## src/rtl/rom9_bank_ctrl.sv

```systemverilog
module rom9_bank_ctrl #(
  parameter int ROM_BANK_W = 9,
  parameter int RAM_BANK_W = 4,
  parameter int ROM_PAGE_W = 14,
  parameter int RAM_PAGE_W = 13,
  parameter logic [7:0] ARM_KEY = 8'h0A
) (
  input  logic                             clk,
  input  logic                             rst_n,
  input  logic [15:0]                      cpu_addr,
  input  logic [7:0]                       cpu_wdata,
  input  logic                             cpu_rd,
  input  logic                             cpu_wr,
  input  logic [ROM_BANK_W:0]              rom_bank_count,
  input  logic [RAM_BANK_W:0]              ram_bank_count,
  output logic [ROM_BANK_W+ROM_PAGE_W-1:0] rom_addr,
  output logic [RAM_BANK_W+RAM_PAGE_W-1:0] ram_addr,
  output logic                             ram_we,
  output logic                             zero_data
);
  localparam int HI_W = ROM_BANK_W - 8;

  logic [ROM_BANK_W-1:0] rom_pg_q;
  logic [RAM_BANK_W-1:0] ram_pg_q;
  logic                  armed_q;

  wire hit_arm  = cpu_addr[15:13] == 3'b000;
  wire hit_lo   = cpu_addr[15:12] == 4'h2;
  wire hit_hi   = cpu_addr[15:12] == 4'h3;
  wire hit_rsel = cpu_addr[15:13] == 3'b010;
  wire hit_swin = cpu_addr[15:14] == 2'b01;
  wire hit_ram  = cpu_addr[15:13] == 3'b101;

  wire ram_fitted = ram_bank_count != '0;
  wire rom_ok     = {1'b0, rom_pg_q} < rom_bank_count;
  wire ram_ok     = armed_q && ({1'b0, ram_pg_q} < ram_bank_count);

  always_ff @(posedge clk) begin
    if (!rst_n) begin
      rom_pg_q <= ROM_BANK_W'(1);
      ram_pg_q <= '0;
      armed_q  <= 1'b0;
    end else if (cpu_wr) begin
      if (hit_arm)  armed_q <= (cpu_wdata == ARM_KEY);
      if (hit_lo)   rom_pg_q[7:0] <= cpu_wdata;
      if (hit_hi)   rom_pg_q[ROM_BANK_W-1:8] <= cpu_wdata[HI_W-1:0];
      if (hit_rsel && ram_fitted) ram_pg_q <= cpu_wdata[RAM_BANK_W-1:0];
    end
  end

  assign rom_addr  = {(hit_swin ? rom_pg_q : {ROM_BANK_W{1'b0}}), cpu_addr[ROM_PAGE_W-1:0]};
  assign ram_addr  = {ram_pg_q, cpu_addr[RAM_PAGE_W-1:0]};
  assign ram_we    = cpu_wr && hit_ram && ram_ok;
  assign zero_data = cpu_rd && ((hit_swin && !rom_ok) || (hit_ram && !ram_ok));


  lo_write_keeps_top_chk: assert property (@(posedge clk) disable iff (!rst_n)
    (cpu_wr && cpu_addr >= 16'h2000 && cpu_addr < 16'h3000) |=>
      (rom_pg_q[ROM_BANK_W-1:8] == $past(rom_pg_q[ROM_BANK_W-1:8])) && (rom_pg_q[7:0] == $past(cpu_wdata)));


  hi_write_keeps_low_chk: assert property (@(posedge clk) disable iff (!rst_n)
    (cpu_wr && cpu_addr >= 16'h3000 && cpu_addr < 16'h4000) |=> $stable(rom_pg_q[7:0]));


  absent_ram_page_hold_chk: assert property (@(posedge clk) disable iff (!rst_n)
    (cpu_wr && cpu_addr >= 16'h4000 && cpu_addr < 16'h6000 && ram_bank_count == '0) |=> $stable(ram_pg_q));


  ram_we_in_range_chk: assert property (@(posedge clk) disable iff (!rst_n)
    ram_we |-> (cpu_addr >= 16'hA000 && cpu_addr < 16'hC000 &&
                (32'(ram_addr) >> RAM_PAGE_W) < 32'(ram_bank_count)));


  upper_write_inert_chk: assert property (@(posedge clk) disable iff (!rst_n)
    (cpu_wr && cpu_addr >= 16'h6000) |=> ($stable(rom_pg_q) && $stable(ram_pg_q) && $stable(armed_q)));


  zero_needs_read_chk: assert property (@(posedge clk) disable iff (!rst_n)
    zero_data |-> cpu_rd);
endmodule

```

## config.mk

```make
export PLATFORM = sky130hd
export DESIGN_NAME = rom9_bank_ctrl
export DESIGN_NICKNAME = d
export VERILOG_FILES = /design/src/rtl/rom9_bank_ctrl.sv
export SDC_FILE = /design/constraint.sdc
export NUM_CORES = 1
export LEC_CHECK = 0
export ABC_CLOCK_PERIOD_IN_PS = 2000
export BUFFER_PORTS_ARGS = -buffer_cell sky130_fd_sc_hd__buf_2
export CAP_MARGIN = 25
export CORE_UTILIZATION = 41
export DETAILED_ROUTE_END_ITERATION = 10
export PLACE_DENSITY = 0.83
export REMOVE_ABC_BUFFERS = 1
export SLEW_MARGIN = 40
export SYNTH_ARGS = -nofsm -noshare
export SYNTH_HDL_FRONTEND = slang
export SYNTH_SLANG_ARGS = --single-unit
```

## constraint.sdc

```tcl
create_clock -name clk -period 2 [get_ports clk]
set_input_delay 0.3 -clock clk [delete_from_list [all_inputs] [get_ports clk]]
set_output_delay 0.3 -clock clk [all_outputs]
set_load 0.02 [all_outputs]
```

==> out/metrics.cfg <==
[logic_synthesis]
synth_top_cells_by_area=dfxtp_1 24%, buf_4 17%, ha_1 12%, mux2i_1 11%, nor2b_1 7.4%
synth_top_area_cell=dfxtp_1
synth_seq_cells=14
avgSynthCellArea_um2=8.72
yosysWarnings=0
synthesis.area_mm2=0.00119
synthesis.instances=136
seq_area_frac_synth=0.236
synth_top_area_frac=0.236
synth_cell_types=30

[worst_setup_path]
worst-r2r-cell-count=3
crit_family=compound AO/OA/AOI/OAI gates
arrival_ns=1.80
path_class=reg2out
end_kind=primary output
crit_chain=ha_4 > a22o_1 > nor4_2 > o22ai_1 > a32o_1 > buf_6
crit_cells=6
critPathSlowestCell=dfxtp_2
crit_path_end=zero_data
r2r-end=rom_pg_q[3]$_SDFFE_PN0P_
worst_setup_path_start_kind=flip-flop
r2r-start=rom_pg_q[3]$_SDFFE_PN0P_
r2r_slack_ns=1.25
cp_num_buf_inv=1
critical_path.startpoint=rom_pg_q[5]$_SDFFE_PN0P_
slowest_delay_ns=0.36
cp_max_fo=3
crit_required_ns=1.70

[finish]
drive_gt1_frac=0.400
final_util=0.488
area_growth_pct=13.5
finalNetCount=215
antenna_cells=0

[routing]
vias=978
dr.first_iter.drc_count=40
drc_errors=2
drt_wl_total_mm=2.55
post_drt_wl_per_cell_um=13.3
vias_per_cell=5.12
antenna_left=0
first_pass_iters=7

[grt]
grt_util_all_layers=0.172
grt_max_degree=15
grt_pass1_wl_mm=4.22
grt-ovfl-total=0
antenna_found_initial=0
grt_pass1_vias=926

[cts]
numCtsBuffers=3
cts_root_buffer=clkbuf_4
cts_max_level=1
clock-sinks=14
clk_latency_ns=0.27
cts_buffer_depth=2
cts_tree=done
clkTransAtPathRegs_ns=0.08

[power_and_ir_drop]
leakage_nw=0.701
ir_drop_mv=0.250
total_power_w=0.000602
powerDensity_mw_per_mm2=447

[timing]
worst_slack_ns=-0.0995
final-setup-viol-count=1
tightest_slew_ns=0.272
finClkSkew_ns=0
rsz0062_at_grt=true
whs_ns=0.306
period_minus_slack_ns=2.10
slew_violations=0
post-route-period-util=1.05
slew_headroom=0.817
hold_viol_final=0
fmax_ghz=0.476

[placed_design]
dp_hpwl_mm=2.08
place_ws_ns=-0.0550
place_congestion=0.749
portBuffers=48

[hold_path]
hold_class=in2reg

[floorplanning]
rows=19
pin_count=85
initial_core_util=0.430
dieArea_mm2=0.00311
core_area_mm2=0.00276
fp.dieH_um=55.8
die_w_um=55.8

[run_status]
outcome=complete, but fails checks
violations=design-rule violations, negative setup slack

[flow_run]
maxCapViolations=0

[power breakdown]
part           internal [W]  switching (W)
logic             0.0000579      0.0000595
clock network      0.000110      0.0000884
registers          0.000283     0.00000324
[cell families (layout without fill, tap and decap cells)]
family                   after synthesis  in the layout  share of synthesized area
buffers and inverters                 42             66                      0.219
AND/OR/NAND/NOR                       41             41                      0.217
AO/OA/AOI/OAI                         15             15                      0.101
flip-flops                            14             14                      0.236
multiplexers                          13             13                      0.110
adder cells (fa/ha/maj)               11             11                      0.116
[layout make-up]
class	count	area, µm²
fill	259	1410
clock buffer	4	36.3
tap	31	38.8
timing repair buffer	50	264
sequential	14	285
multi-input combinational	80	677
inverter	12	45.0
[cell usage after synthesis]
| cell | n |
|---|---|
| o211ai_1 | 1 |
| nand3_1 | 2 |
| a211o_1 | 1 |
| o21a_1 | 2 |
| clkbuf_1 | 2 |
| inv_1 | 12 |
| mux2i_1 | 13 |
| and4bb_2 | 1 |
| a21o_1 | 1 |
| and4b_1 | 1 |
| o22ai_1 | 1 |
| nor4bb_1 | 1 |
| buf_2 | 1 |
| nor2_1 | 5 |
| and2_1 | 9 |
| dfxtp_1 | 14 |
| nor2b_1 | 14 |
| ha_1 | 11 |
| a21oi_1 | 4 |
| and3_1 | 1 |
| a32o_1 | 1 |
| buf_4 | 27 |
| o21ai_0 | 2 |
| nand4b_1 | 1 |
| nor4_1 | 2 |
| a22o_1 | 1 |
| nand2b_1 | 1 |
| o2111ai_4 | 1 |
| or4_4 | 1 |
| nand2_1 | 2 |
[stage by stage]
step / instances / TNS [ns] / cell area (µm²)
detailed placement: 186 / -0.0550 / 1260
global placement: 186 / -0.0501 / 1260
CTS: 191 / -0.0897 / 1340
finish: 191 / -0.0995 / 1350
global route: 191 / -0.162 / 1350
floorplan: 106 / 0 / 971
[placed cells by master, fill, tap and decap left out, drive strengths merged]
| cell | instances |
|---|---|
| and3 | 1 |
| nor4bb | 1 |
| o21ai | 2 |
| a32o | 1 |
| nand4b | 1 |
| a211o | 1 |
| o21a | 2 |
| nand3 | 2 |
| nand2b | 1 |
| nor4 | 2 |
| and2 | 9 |
| nor2 | 5 |
| o22ai | 1 |
| and4bb | 1 |
| nor2b | 14 |
| o2111ai | 1 |
| dfxtp | 14 |
| nand2 | 2 |
| clkbuf | 4 |
| and4b | 1 |
| a21oi | 4 |
| ha | 11 |
| inv | 12 |
| a21o | 1 |
| or4 | 1 |
| buf | 50 |
| a22o | 1 |
| o211ai | 1 |
| mux2i | 13 |
[worst reg2reg max path, delay by kind of cell (launching register included)]
family,cells,cell delay (ns)
buf+inv,1,0.13
simple gates,1,0.06
flops,1,0.35
mux,1,0.12
[worst min path at each step]
| stage | from | endpoint | slack (ns) | cells after the start |
|---|---|---|---|---|
| finish | rst_n | rom_pg_q[0]$_SDFFE_PN1P_ | 0.31 | 2 |
| floorplan | rst_n | rom_pg_q[0]$_SDFFE_PN1P_ | 0.36 | 1 |
| CTS | rst_n | rom_pg_q[0]$_SDFFE_PN1P_ | 0.28 | 2 |
| global route | cpu_wdata[7] | rom_pg_q[7]$_SDFFE_PN0P_ | 0.30 | 3 |
| detailed placement | rom_pg_q[0]$_SDFFE_PN1P_ | rom_pg_q[0]$_SDFFE_PN1P_ | 0.50 | 2 |
| global placement | armed_q$_SDFFE_PN0P_ | armed_q$_SDFFE_PN0P_ | 0.49 | 2 |
[timing repair]
action                                  4_1_cts  5_1_grt
endpoints found under the setup margin        1        2
pin swaps                                     4        1
buffers inserted                              1        0
gates resized for setup                       7        3
hold buffers                                  0        0
[sequential cells by signal (all words and copies together), names as in the netlist]
signal / flops
armed_q: 1
ram_pg_q: 4
rom_pg_q: 9
[routing by layer]
layer  share of wire  GRT usage
met1            0.44      0.214
met2            0.43      0.256
met3            0.12     0.0791
met4           0.011     0.0536
met5               0     0.0714
(Power assumes the default switching activity.)
